### src/rtl/tmr_pkg.sv
package tmr_pkg;
  typedef enum logic [1:0] {
    MODE_NORM = 2'b00,
    MODE_UPDN = 2'b01,
    MODE_CTC  = 2'b10,
    MODE_WRAP = 2'b11
  } tmr_mode_e;

  typedef enum logic [1:0] {
    A_CTRL  = 2'd0,
    A_COUNT = 2'd1,
    A_CMP   = 2'd2,
    A_FLAGS = 2'd3
  } tmr_addr_e;

  typedef struct packed {
    logic      ovf_ie;
    logic      cmp_ie;
    tmr_mode_e mode;
    logic [2:0] clk_sel;
  } tmr_ctrl_t;

  localparam int CTRL_W   = 7;
  localparam int N_FLAGS  = 2;
  localparam int FLAG_OVF = 0;
  localparam int FLAG_CMP = 1;
endpackage

### src/rtl/tmr_regs.sv
module tmr_regs
  import tmr_pkg::*;
#(
  parameter int CW = 8,
  parameter int DW = 8
) (
  input  logic               clk,
  input  logic               rst,
  input  logic               wr_en,
  input  logic [1:0]         wr_addr,
  input  logic [DW-1:0]      wr_data,
  output tmr_ctrl_t          ctrl,
  output logic [CW-1:0]      cmp_val,
  output logic               cnt_wr,
  output logic [CW-1:0]      cnt_val,
  output logic [N_FLAGS-1:0] flag_w1c
);
  logic sel_ctrl, sel_cmp, sel_flags;

  always_comb begin
    sel_ctrl  = wr_en && (wr_addr == A_CTRL);
    sel_cmp   = wr_en && (wr_addr == A_CMP);
    sel_flags = wr_en && (wr_addr == A_FLAGS);
    cnt_wr    = wr_en && (wr_addr == A_COUNT);
    cnt_val   = wr_data[CW-1:0];
    flag_w1c  = sel_flags ? wr_data[N_FLAGS-1:0] : '0;
  end

  always_ff @(posedge clk) begin
    if (rst) begin
      ctrl    <= '0;
      cmp_val <= '0;
    end else begin
      if (sel_ctrl) ctrl    <= tmr_ctrl_t'(wr_data[CTRL_W-1:0]);
      if (sel_cmp)  cmp_val <= wr_data[CW-1:0];
    end
  end

  // configuration registers come out of reset cleared
  p_cfg_reset_r1: assert property (@(posedge clk) rst |=> (ctrl == '0 && cmp_val == '0));
endmodule

### src/rtl/tmr_counter.sv
module tmr_counter
  import tmr_pkg::*;
#(
  parameter int CW = 8
) (
  input  logic          clk,
  input  logic          rst,
  input  logic          run,
  input  tmr_mode_e     mode,
  input  logic          cnt_wr,
  input  logic [CW-1:0] cnt_val,
  input  logic [CW-1:0] cmp_val,
  output logic [CW-1:0] count,
  output logic          ovf_evt
);
  localparam logic [CW-1:0] MAX = {CW{1'b1}};
  localparam logic [CW-1:0] ONE = CW'(1);

  logic          up_q, nxt_up, step_ovf;
  logic [CW-1:0] nxt;
  logic          at_max, at_min, hit;

  always_comb begin
    at_max   = (count == MAX);
    at_min   = (count == '0);
    hit      = (count == cmp_val);
    nxt      = count + ONE;
    nxt_up   = 1'b1;
    step_ovf = 1'b0;
    case (mode)
      MODE_UPDN: begin
        if (up_q) begin
          if (at_max) begin
            nxt    = MAX - ONE;
            nxt_up = 1'b0;
          end
        end else begin
          if (at_min) begin
            nxt    = ONE;
          end else begin
            nxt    = count - ONE;
            nxt_up = 1'b0;
          end
        end
        step_ovf = !up_q && (count == ONE);
      end
      MODE_CTC: begin
        if (hit) nxt = '0;
        step_ovf = at_max && !hit;
      end
      default: begin
        step_ovf = at_max;
      end
    endcase
    ovf_evt = run && !cnt_wr && step_ovf;
  end

  always_ff @(posedge clk) begin
    if (rst) begin
      count <= '0;
      up_q  <= 1'b1;
    end else if (cnt_wr) begin
      count <= cnt_val;
    end else if (run) begin
      count <= nxt;
      up_q  <= nxt_up;
    end
  end

  // no tick and no write means the count holds
  p_hold_r2: assert property (@(posedge clk) disable iff (rst)
    (!run && !cnt_wr) |=> (count == $past(count)));
  // register write wins over counting
  p_wr_wins_r7: assert property (@(posedge clk) disable iff (rst)
    cnt_wr |=> (count == $past(cnt_val)));
  // reversal at the top in up/down mode
  p_updn_turn_r4: assert property (@(posedge clk) disable iff (rst)
    (run && !cnt_wr && mode == MODE_UPDN && up_q && count == MAX) |=> (count == MAX - ONE));
  // clear on compare
  p_ctc_clear_r5: assert property (@(posedge clk) disable iff (rst)
    (run && !cnt_wr && mode == MODE_CTC && count == cmp_val) |=> (count == '0));
endmodule

### src/rtl/tmr_flags.sv
module tmr_flags #(
  parameter int N = 2
) (
  input  logic         clk,
  input  logic         rst,
  input  logic [N-1:0] set,
  input  logic [N-1:0] w1c,
  input  logic [N-1:0] ack,
  input  logic [N-1:0] ie,
  output logic [N-1:0] flag,
  output logic [N-1:0] irq
);
  for (genvar i = 0; i < N; i++) begin : g_flag
    always_ff @(posedge clk) begin
      if (rst)                    flag[i] <= 1'b0;
      else if (set[i])            flag[i] <= 1'b1;
      else if (w1c[i] || ack[i])  flag[i] <= 1'b0;
    end

    assign irq[i] = flag[i] & ie[i];

    // a qualified match or overflow event sets the flag next cycle
    p_set_r6: assert property (@(posedge clk) disable iff (rst) set[i] |=> flag[i]);
    // write-one or acknowledge clears when no new event arrives
    p_clear_r8: assert property (@(posedge clk) disable iff (rst)
      (!set[i] && (w1c[i] || ack[i])) |=> !flag[i]);
    // otherwise the flag keeps its value
    p_keep_r9: assert property (@(posedge clk) disable iff (rst)
      (!set[i] && !w1c[i] && !ack[i]) |=> $stable(flag[i]));
  end
endmodule

### src/rtl/updown_timer.sv
module updown_timer
  import tmr_pkg::*;
#(
  parameter  int CW = 8,
  localparam int DW = (CW > CTRL_W) ? CW : CTRL_W
) (
  input  logic          clk,
  input  logic          rst,
  input  logic          tick,
  input  logic          wr_en,
  input  logic [1:0]    wr_addr,
  input  logic [DW-1:0] wr_data,
  input  logic          irq_ack_cmp,
  input  logic          irq_ack_ovf,
  output logic [CW-1:0] count,
  output logic          at_top,
  output logic          at_bottom,
  output logic          match,
  output logic          ovf_flag,
  output logic          cmp_flag,
  output logic          irq_ovf,
  output logic          irq_cmp
);
  tmr_ctrl_t           ctrl;
  logic [CW-1:0]       cmp_val, cnt_val;
  logic                cnt_wr, run, ovf_evt;
  logic [N_FLAGS-1:0]  w1c, set, ack, ie, flag, irq;

  tmr_regs #(.CW(CW), .DW(DW)) u_regs (
    .clk(clk), .rst(rst), .wr_en(wr_en), .wr_addr(wr_addr), .wr_data(wr_data),
    .ctrl(ctrl), .cmp_val(cmp_val), .cnt_wr(cnt_wr), .cnt_val(cnt_val), .flag_w1c(w1c)
  );

  assign run = tick && (ctrl.clk_sel != 3'd0);

  tmr_counter #(.CW(CW)) u_cnt (
    .clk(clk), .rst(rst), .run(run), .mode(ctrl.mode), .cnt_wr(cnt_wr),
    .cnt_val(cnt_val), .cmp_val(cmp_val), .count(count), .ovf_evt(ovf_evt)
  );

  assign at_top    = (count == {CW{1'b1}});
  assign at_bottom = (count == '0);
  assign match     = (count == cmp_val);

  always_comb begin
    set           = '0;
    set[FLAG_OVF] = ovf_evt;
    set[FLAG_CMP] = run && match;
    ack           = '0;
    ack[FLAG_OVF] = irq_ack_ovf;
    ack[FLAG_CMP] = irq_ack_cmp;
    ie            = '0;
    ie[FLAG_OVF]  = ctrl.ovf_ie;
    ie[FLAG_CMP]  = ctrl.cmp_ie;
  end

  tmr_flags #(.N(N_FLAGS)) u_flags (
    .clk(clk), .rst(rst), .set(set), .w1c(w1c), .ack(ack), .ie(ie),
    .flag(flag), .irq(irq)
  );

  assign ovf_flag = flag[FLAG_OVF];
  assign cmp_flag = flag[FLAG_CMP];
  assign irq_ovf  = irq[FLAG_OVF];
  assign irq_cmp  = irq[FLAG_CMP];

  // top and bottom never assert together
  p_top_bot_r10: assert property (@(posedge clk) disable iff (rst) !(at_top && at_bottom));
  // an interrupt request implies its flag
  p_irq_flag_r9: assert property (@(posedge clk) disable iff (rst)
    (!irq_cmp || cmp_flag) && (!irq_ovf || ovf_flag));
endmodule

### config.mk
export PLATFORM = sky130hd
export DESIGN_NAME = updown_timer
export DESIGN_NICKNAME = d
export VERILOG_FILES = /design/src/rtl/tmr_pkg.sv /design/src/rtl/tmr_regs.sv /design/src/rtl/tmr_counter.sv /design/src/rtl/tmr_flags.sv /design/src/rtl/updown_timer.sv
export SDC_FILE = /design/constraint.sdc
export NUM_CORES = 1
export LEC_CHECK = 0
export ABC_AREA = 1
export BUFFER_PORTS_ARGS = -buffer_cell sky130_fd_sc_hd__buf_2
export CORE_ASPECT_RATIO = 0.5
export CORE_MARGIN = 4
export CORE_UTILIZATION = 35
export DETAILED_ROUTE_END_ITERATION = 7
export GPL_TIMING_DRIVEN = 1
export PLACE_DENSITY_LB_ADDON = 0.15
export SYNTH_ARGS = -nofsm -noshare
export SYNTH_HDL_FRONTEND = slang
export SYNTH_SLANG_ARGS = --single-unit
### constraint.sdc
create_clock -name clk -period 3.63 [get_ports clk]
set_input_delay 0.726 -clock clk [delete_from_list [all_inputs] [get_ports clk]]
set_output_delay 0.726 -clock clk [all_outputs]
set_load 0.01 [all_outputs]
==> results of run 1 <==
## per-stage QoR
step	cell area (sq um)	hold WS [ns]	instances	utilization [%]	power [mW]
after floorplan	1890	0.436	286	-	0.439
after detailed placement	2080	0.455	378	41.0	0.491
final	2150	0.468	382	42.4	0.736
after global routing	2150	0.491	382	42.4	0.774
after CTS	2150	0.470	382	42.4	0.743
after global placement	2080	0.455	378	41.0	0.489
## synth_stat cells (all sizes together)
library cell / count
a21boi: 1
a21oi: 30
buf: 6
clkbuf: 2
clkinv: 1
dfxtp: 26
ha: 6
inv: 51
nand2: 81
nand3: 14
nand3b: 3
nand4: 4
nor2: 17
nor3: 4
nor4: 1
o21ai: 25
o22ai: 7
xnor2: 3
xor2: 4
## how the worst max path moves through the flow
stage / depth (start not counted) / slack, ns / from / to
2_1_floorplan: 5 / 1.72 / u_cnt.count[0]$_SDFFE_PP0P_ / at_top
3_3_place_gp: 6 / 1.63 / u_cnt.count[0]$_SDFFE_PP0P_ / at_top
3_5_place_dp: 6 / 1.50 / u_cnt.count[0]$_SDFFE_PP0P_ / at_top
4_1_cts: 6 / 1.18 / u_cnt.count[0]$_SDFFE_PP0P_ / at_top
5_1_grt: 6 / 1.05 / u_cnt.count[0]$_SDFFE_PP0P_ / at_top
6_report: 6 / 1.18 / u_cnt.count[0]$_SDFFE_PP0P_ / at_top
## registers in the layout, summed over array words and instances (netlist names)
name            flops
u_flags.flag        2
u_cnt.up_q          1
u_cnt.count         8
u_regs.cmp_val      8
u_regs.ctrl         7
## metal layers
| layer | track usage (%) | up-vias | wire [um] |
|---|---|---|---|
| met4 | 2.57 | 0 | 0 |
| met3 | 2.83 | 0 | 347 |
| met1 | 25.0 | 856 | 2690 |
| li1 | - | 964 | - |
| met5 | 0 | - | 0 |
| met2 | 26.0 | 51 | 2210 |
## cells by family (layout without fill, tap and decap cells)
kind of cell    count (synthesis)  in the layout
fa+ha+maj                       6              6
xor+xnor                        7              7
compound gates                 63             63
simple gates                  124            124
flops                          26             26
buf+inv                        60             86
## cell type report
cell class / instances / area, sq um
well taps: 70 / 87.6
inverters: 52 / 196
flip-flops and latches: 26 / 520
fillers: 543 / 2920
multi-input cells: 200 / 1120
repair buffers: 30 / 150
clock buffers: 3 / 41.3
clock inverters: 1 / 30.0
## power by group through the flow
stage	logic [mW]	registers, mW	clock network (mW)
4_1_cts	0.170	0.315	0.258
3_3_place_gp	0.168	0.321	0
3_5_place_dp	0.169	0.322	0
6_report	0.169	0.315	0.252
2_1_floorplan	0.122	0.317	0
5_1_grt	0.192	0.318	0.265
## worst min-delay path: cells and delay by family (launching register included)
kind | cells | cell delay [ns]
AOI/OAI and AO/OA | 1 | 0.05
buffers and inverters | 1 | 0.05
DFF | 1 | 0.33
==> run_results.csv, run 1 <==
group,metric,value,unit
status,status,"completed",
sta,timing.fmax,409,MHz
cells_and_area,final_cell_mix,"nand2_1 (72), inv_1 (45), buf_2 (30)",
worst_setup_path,cpMaxStageDelayCell,"dfxtp_1",
worst_setup_path,reg2reg_slack,1.85,ns
global_routing,grt_antenna_before_repair,0,
hold_path,hold_path.class,"register to register",
detailed_routing,antenna_left,0,
logic_synthesis,ys_types,32,
logic_synthesis,synth_area,1890,sq um
clock_network,cts_buffers,3,
place,pre_cts_ws,1.50,ns
pwr,power_switching,0.230,mW
logic_synthesis,synth_top_family_by_area,"simple AND/OR/NAND/NOR gates",
sta,fin_setup_tns,0,ns
detailed_routing,wire_per_inst,13.7,um
sta,finalSetupViolations,0,
floorplanning,ioPinCount,31,
worst_setup_path,slowest_delay,0.47,ns
global_routing,grt_pass1_wl,8910,um
floorplanning,fp.dieW,112,um
clock_network,cts_max_level,1,
worst_setup_path,cp.required,2.90,ns
logic_synthesis,synthSimpleGateAreaFrac,32.5,%
worst_setup_path,r2r_cells,9,
detailed_routing,wirelength,5250,um
logic_synthesis,ys_top_cells_by_area,"dfxtp_1 (27%), nand2_1 (14%), inv_1 (8.9%), o21ai_0 (6.1%), a21oi_1 (5.8%)",
sta,min_period_over_period,67.4,%
logic_synthesis,synth_cells,286,
logic_synthesis,post-synth-top-area-fraction,27.5,%
logic_synthesis,avgSynthCellArea,6.62,sq um
global_routing,grt-ovfl-total,0,
clock_network,cts_hold_buf,0,
worst_setup_path,reg2reg_from,"u_cnt.count[0]$_SDFFE_PP0P_",
clock_network,clk_latency,0.28,ns
cells_and_area,area_delta_synth_final,13.5,%
hold_path,worstHoldEndpoint,"u_regs.cmp_val[2]$_SDFFE_PP0P_",
worst_setup_path,worstPathMaxFanout,7,
detailed_routing,vias,1871,
sta,slew_viol_final,0,
clock_network,clk_path_buf_depth,2,
sta,skew,0.00488,ns
worst_setup_path,r2r-end,"u_cnt.count[1]$_SDFFE_PP0P_",
pwr,p_per_area,342,nW/um^2
pwr,ir_worst_vdd,0.000182,V
sta,relSlewSlack,52.1,%
logic_synthesis,ys_seq_area_share,27.5,%
detailed_routing,firstDrtPassIters,4,
global_routing,grt_max_degree,17,
clock_network,cts_resized,0,
worst_setup_path,critical_path.cell_chain,"ha_1, nand2_4, nor3_2, nand2_1, nor2_2, buf_2",
cells_and_area,drive_gt1_share,23.7,%
logic_synthesis,synth_mux_area_share,0,%
cells_and_area,nNetsFinal,335,
pwr,clkPwrFrac,34.2,%
worst_setup_path,critPathTopFamily,"simple AND/OR/NAND/NOR gates",
global_routing,grt.total_usage,16.8,%
sta,tightest_slew,0.715,ns
cells_and_area,diodes,0,
hold_path,hold_path_depth,2,
cells_and_area,layout_commonest_cell,"nand2_1",
logic_synthesis,ys_seq_elements,26,
run,cap_violations,0,
pwr,combPwrFrac,23.0,%
place,gp_congestion,0.885,
logic_synthesis,synth_fa_ha_area_share,3.97,%
logic_synthesis,synth_top_area_cell,"dfxtp_1",
sta,hold_viol,0,
hold_path,worstHoldStart,"u_regs.cmp_val[2]$_SDFFE_PP0P_",
pwr,p_int,0.506,mW
pwr,cellLeakagePower,1.01,nW
worst_setup_path,path_buf_inv,1,
worst_setup_path,start_kind,"register",
clock_network,clockRootBuffer,"clkbuf_8",
detailed_routing,drt_iter0_drc,126,
logic_synthesis,synth_fp_nets,308,
logic_synthesis,synth-xor-area-share,3.24,%
place,dp_hpwl,4160,um
floorplanning,dieArea,6720,sq um
floorplanning,fp.coreArea,5070,sq um
sta,rsz0062_at_grt,"no",
floorplanning,row_count,18,
worst_setup_path,critPathKind,"register to primary output",
detailed_routing,detail_route.vias_per_cell,4.90,
detailed_routing,drc,0,
clock_network,cts_tree,"built",
floorplanning,die_y,60.0,um
place,portBuffers,30,
clock_network,post-cts-setup-buffers,0,
sta,setup_ws,1.18,ns
logic_synthesis,synth-compound-area-share,19.6,%
logic_synthesis,yosys_warnings,0,
floorplanning,initial_core_util,37.4,%
clock_network,path_clk_slew,0.10,ns
pwr,seqPwrFrac,42.8,%
pwr,swShare,31.3,%
worst_setup_path,critPathCaptureType,"primary output",
sta,finalCriticalPeriod,2.45,ns
worst_setup_path,arrival,1.72,ns
global_routing,grt_pass1_vias,1737,
clock_network,clock_sinks,26,
(Power assumes the default switching activity.)
==> inputs of run 2 (changes only) <==
- ABC_AREA: 1 -> 0
- clock period: 3.63 -> 2 ns (I/O delays scaled with it)
==> run 2 against run 1 <==
Total power up 82%. Clock power rose by 80%. Hold slack lost 0.086 ns. Synthesized cell count fell by 23%. Core utilization grew 4.7 points. Die area decreased by 6.1%. Final area rose by 1.2%. Clock skew decreased by 0.0027 ns. Area after synthesis shrank 6.8%. Non-clock buffer count is 19 higher. Largest cell class unchanged. Highest routed layer is now met4.
==> run_results.csv, run 2 <==
group,metric,value,unit
logic_synthesis,avgSynthCellArea,8.02,sq um
global_routing,grt_pass1_wl,8810,um
logic_synthesis,synth_ff_type,"dfxtp_1",
cells_and_area,nNetsFinal,281,
worst_setup_path,critPathKind,"register to primary output",
logic_synthesis,synth_top_area_cell,"dfxtp_1",
logic_synthesis,ys_top_cells_by_area,"dfxtp_1 (30%), xnor2_1 (7.4%), mux2i_1 (7.4%), nor2_1 (6.0%), a21oi_1 (4.5%)",
clock_network,path_clk_slew,0.10,ns
cells_and_area,fillers,464,
sta,fin_setup_tns,0,ns
logic_synthesis,ys_seq_area_share,29.5,%
logic_synthesis,post-synth-top-count-cell,"nor2_1",
global_routing,grt_max_degree,16,
logic_synthesis,netlist_top_cells_count,"nor2_1 (28), dfxtp_1 (26), a21oi_1 (16), xnor2_1 (15)",
clock_network,clockRootBuffer,"clkbuf_8",
place,dpl_cell_area,2050,sq um
logic_synthesis,synth_fp_nets,242,
cells_and_area,multi_input_area,1150,sq um
floorplanning,fp.dieW,108,um
sta,skew,0.00216,ns
cells_and_area,finalInstanceArea,2170,sq um
floorplanning,die_y,58.2,um
place,dp_hpwl,4110,um
floorplanning,fp.coreArea,4620,sq um
logic_synthesis,synth_area,1760,sq um
clock_network,clk_path_buf_depth,2,
global_routing,grt.total_usage,18.0,%
sta,min_period_over_period,98.0,%
floorplanning,row_count,17,
run,cap_violations,0,
sta,relSlewSlack,64.9,%
sta,hold_viol,0,
pwr,p_per_area,617,nW/um^2
sta,finalCriticalPeriod,1.96,ns
detailed_routing,drt_iter0_drc,119,
place,post-place-cells,318,
clock_network,cts_buffers,3,
sta,rsz0062_at_grt,"no",
detailed_routing,wire_per_inst,16.9,um
pwr,cellLeakagePower,0.945,nW
worst_setup_path,worstPathMaxFanout,7,
cells_and_area,seq_area,539,sq um
worst_setup_path,arrival,1.56,ns
cells_and_area,diodes,0,
detailed_routing,antenna_left,0,
logic_synthesis,synthArstFlopShare,0,%
logic_synthesis,ys_types,51,
global_routing,grt_antenna_before_repair,0,
sta,timing.fmax,510,MHz
detailed_routing,wirelength,5480,um
status,status,"completed",
worst_setup_path,cp.required,1.60,ns
sta,holdWs,0.382,ns
place,gp_congestion,0.888,
pwr,total_power,1.34,mW
clock_network,clk_latency,0.28,ns
logic_synthesis,yosys_warnings,0,
logic_synthesis,ys_seq_elements,26,
global_routing,grt-ovfl-total,0,
logic_synthesis,post-synth-top-area-fraction,29.5,%
clock_network,clock_sinks,26,
cells_and_area,fin_util,47.1,%
cells_and_area,area_delta_synth_final,23.3,%
worst_setup_path,critPathCaptureType,"primary output",
clock_network,cts_max_level,1,
sta,setup_ws,0.0401,ns
cells_and_area,final_cells,324,
floorplanning,initial_core_util,38.2,%
cells_and_area,layout_commonest_cell,"buf_2",
detailed_routing,vias,1762,
floorplanning,ioPinCount,31,
place,portBuffers,30,
cells_and_area,largestRegisters,"u_cnt.count (8), u_regs.cmp_val (8), u_regs.ctrl (7)",
place,pre_cts_ws,0.0686,ns
worst_setup_path,start_kind,"register",
sta,tightest_slew,0.525,ns
detailed_routing,firstDrtPassIters,4,
detailed_routing,detail_route.vias_per_cell,5.44,
detailed_routing,drc,0,
cells_and_area,drive_gt1_share,29.5,%
global_routing,grt_pass1_vias,1622,
clock_network,cts_hold_buf,0,
hold_path,hold_path.class,"primary input to register",
pwr,ir_worst_vdd,0.000279,V
cells_and_area,final_cell_mix,"buf_2 (30), nor2_1 (28), buf_4 (19), dfxtp_1 (19), a21oi_1 (16)",
sta,slew_viol_final,0,
sta,finalSetupViolations,0,
logic_synthesis,synth_cells,220,
floorplanning,dieArea,6310,sq um
clock_network,cts_tree,"built",
logic_synthesis,synth_edf_count,0,
[run 2: critical path, stage by stage, from the launching register on]
cell and delay [ns]:
dfxtp_4 0.38, buf_4 0.16, xnor2_1 0.16, nand4_1 0.12, nor2_2 0.15, buf_4 0.17
buf_2 0.13
[run 2: metal layers]
metal | global-route usage (%) | vias up | wire length [um]
met5 | 0 | - | 0
met4 | 3.42 | 0 | 34
met3 | 4.23 | 4 | 404
met2 | 26.1 | 68 | 2370
met1 | 27.1 | 837 | 2670
li1 | - | 853 | -
[run 2: what timing repair did]
item                       4_1_cts  5_1_grt
pin swaps                        1        2
hold endpoints to repair         0        0
buffers inserted                 2        0
resized for setup                7       11
setup endpoints to repair        3        5
[run 2: logic make-up after synthesis]
logic type      Yosys count  share of synthesized area [%]
compound gates           50                           18.4
flops                    26                           29.5
buf+inv                  25                           6.60
mux                      15                           8.65
fa+ha+maj                 6                           4.26
xor+xnor                 17                           8.44
simple gates             81                           24.1
[run 2: power by group]
part	internal [mW]	switching (mW)	total [mW]
logic	0.147	0.175	0.322
registers	0.535	0.0306	0.566
clock network	0.268	0.185	0.454
[run 2: layout make-up]
class                   instances  area share, %
multi-input cells             169           52.9
flip-flops and latches         26           24.8
repair buffers                 49           13.5
well taps                      66           3.80
clock buffers                   3           1.90
inverters                      10           1.73
clock inverters                 1           1.38
[run 2: path summary, 6_finish.rpt]
| kind | endpoint | slack [ns] | depth (start not counted) | start |
|---|---|---|---|---|
| worst max-delay path | match | 0.04 | 6 | u_cnt.count[0]$_SDFFE_PP0P_ |
| worst min-delay path | u_regs.cmp_val[7]$_SDFFE_PP0P_ | 0.38 | 3 | wr_data[7] |
| worst max register to register | u_cnt.count[4]$_SDFFE_PP0P_ | 0.11 | 8 | u_regs.ctrl[3]$_SDFFE_PP0P_ |
| worst min register to register | u_regs.ctrl[6]$_SDFFE_PP0P_ | 0.50 | 2 | u_regs.ctrl[6]$_SDFFE_PP0P_ |
==> inputs of run 3 (changes only) <==
- RECOVER_POWER: default -> 50
- SLEW_MARGIN: default -> 20
==> run 3 against run 2 <==
Critical path depth is the same. Worst setup slack lost 0.0038 ns. Global-route usage is the same. Total power is essentially flat. Sequential share of layout area grew 0.086 points. Hold slack is essentially flat. Cell count is the same. Final area shrank 0.35%. Non-clock buffer count is the same. Die area is the same. Register-to-register slack is essentially flat. Sequential power is essentially flat. Largest cell class unchanged. Highest routed layer unchanged.
==> run_results.csv, run 3 (synthesis results as in run 2) <==
group,metric,value,unit
global_routing,grt.total_usage,18.0,%
clock_network,clk_latency,0.28,ns
worst_setup_path,crit_start,"u_cnt.count[0]$_SDFFE_PP0P_",
place,dp_hpwl,4110,um
detailed_routing,antenna_left,0,
worst_setup_path,cp.required,1.60,ns
sta,hold_viol,0,
floorplanning,row_count,17,
worst_setup_path,critPathMostFrequentCell,"buf_4",
sta,min_period_over_period,98.2,%
status,status,"completed",
detailed_routing,firstDrtPassIters,4,
worst_setup_path,slowest_delay,0.38,ns
clock_network,clock_sinks,26,
worst_setup_path,critPathKind,"register to primary output",
pwr,total_power,1.34,mW
cells_and_area,diodes,0,
pwr,ir_worst_vdd,0.000279,V
pwr,p_per_area,619,nW/um^2
floorplanning,die_y,58.2,um
sta,finalCriticalPeriod,1.96,ns
worst_setup_path,start_kind,"register",
detailed_routing,wire_per_inst,16.9,um
detailed_routing,detail_route.vias_per_cell,5.42,
sta,skew,0.00232,ns
cells_and_area,largestRegisters,"u_cnt.count (8), u_regs.cmp_val (8), u_regs.ctrl (7)",
floorplanning,dieArea,6310,sq um
clock_network,clockRootBuffer,"clkbuf_8",
global_routing,grt_pass1_vias,1622,
sta,rsz0062_at_grt,"no",
sta,fin_setup_tns,0,ns
cells_and_area,layout_commonest_cell,"nor2_1",
global_routing,grt_antenna_before_repair,0,
pwr,cellLeakagePower,0.929,nW
worst_setup_path,critPathTopFamily,"buffers and inverters",
cells_and_area,fillers,465,
cells_and_area,multi_input_area,1150,sq um
cells_and_area,drive_gt1_share,27.9,%
sta,relSlewSlack,64.8,%
clock_network,clk_path_buf_depth,2,
detailed_routing,drt_iter0_drc,128,
sta,slew_viol_final,0,
floorplanning,fp.dieW,108,um
clock_network,cts_max_level,1,
floorplanning,ioPinCount,31,
cells_and_area,final_cells,324,
detailed_routing,vias,1756,
cells_and_area,nNetsFinal,281,
worst_setup_path,reg2reg_from,"u_regs.ctrl[3]$_SDFFE_PP0P_",
clock_network,cts_tree,"built",
place,portBuffers,30,
hold_path,hold_path.class,"primary input to register",
sta,timing.fmax,509,MHz
floorplanning,initial_core_util,38.2,%
cells_and_area,seq_area,539,sq um
floorplanning,fp.coreArea,4620,sq um
clock_network,cts_buffers,3,
detailed_routing,drc,0,
clock_network,path_clk_slew,0.10,ns
worst_setup_path,arrival,1.56,ns
sta,tightest_slew,0.526,ns
hold_path,worstHoldStart,"wr_data[7]",
worst_setup_path,path_buf_inv,3,
global_routing,grt_pass1_wl,8810,um
cells_and_area,final_cell_mix,"nor2_1 (28), buf_2 (27), dfxtp_1 (19)",
worst_setup_path,critical_path.cell_chain,"buf_4, xnor2_1, nand4_1, nor2_2, buf_4, buf_2",
global_routing,grt-ovfl-total,0,
sta,finalSetupViolations,0,
cells_and_area,area_delta_synth_final,22.8,%
worst_setup_path,worstPathMaxFanout,7,
worst_setup_path,critPathCaptureType,"primary output",
detailed_routing,wirelength,5480,um
worst_setup_path,cpMaxStageDelayCell,"dfxtp_4",
place,gp_congestion,0.888,
place,post-place-cells,318,
run,cap_violations,0,
global_routing,grt_max_degree,16,
[run 3: changes by cell type in the layout (fill, tap and decap cells not counted), sizes merged]
cell,delta
buf,-4
clkbuf,+4
[run 3: area by class of cell]
type,instances,share of cell area (%)
Clock buffer,3,1.91
Sequential cell,26,24.9
Timing Repair Buffer,49,13.2
Multi-Input combinational cell,169,53.1
Clock inverter,1,1.39
Tap cell,66,3.81
Inverter,10,1.73
[run 3: path summary, 6_finish.rpt]
path | end | slack, ns | depth (start not counted)
setup reg to reg | u_cnt.count[4]$_SDFFE_PP0P_ | 0.11 | 8
hold / removal | u_regs.cmp_val[7]$_SDFFE_PP0P_ | 0.38 | 3
setup / recovery | match | 0.04 | 6
hold reg to reg | u_regs.ctrl[6]$_SDFFE_PP0P_ | 0.50 | 2
[run 3: timing repair]
item,CTS,global route
endpoints found under the setup margin,3,5
pin swaps,1,2
hold endpoints to repair,0,0
hold buffers,0,0
resized for setup,7,11
setup buffers,2,0
[run 3: tightest hold or removal path, delay by kind of cell]
family	cells	cell delay [ns]
multiplexers	1	0.06
buffers and inverters	1	0.09
AND/OR/NAND/NOR	1	0.08
[run 3: report_power, final]
part	internal [mW]	switching, mW
Combinational	0.146	0.175
Clock	0.268	0.186
Sequential	0.535	0.0306
[run 3: metal layers]
layer | vias to the layer above | GRT usage (%) | wire length [um]
li1 | 853 | - | -
met3 | 4 | 4.23 | 390
met4 | 0 | 3.42 | 34
met1 | 836 | 27.1 | 2680
met5 | - | 0 | 0
met2 | 63 | 26.1 | 2370
[run 3: stage by stage]
stage	cell area, sq um	util, %	setup slack [ns]	hold WS, ns
final	2170	47.0	0.0363	0.381
after global routing	2170	47.0	0.00695	0.393
after CTS	2140	46.5	0.0314	0.381
after detailed placement	2050	44.3	0.0686	0.480
after global placement	2050	44.3	0.101	0.471
after floorplan	1760	-	0.171	0.452
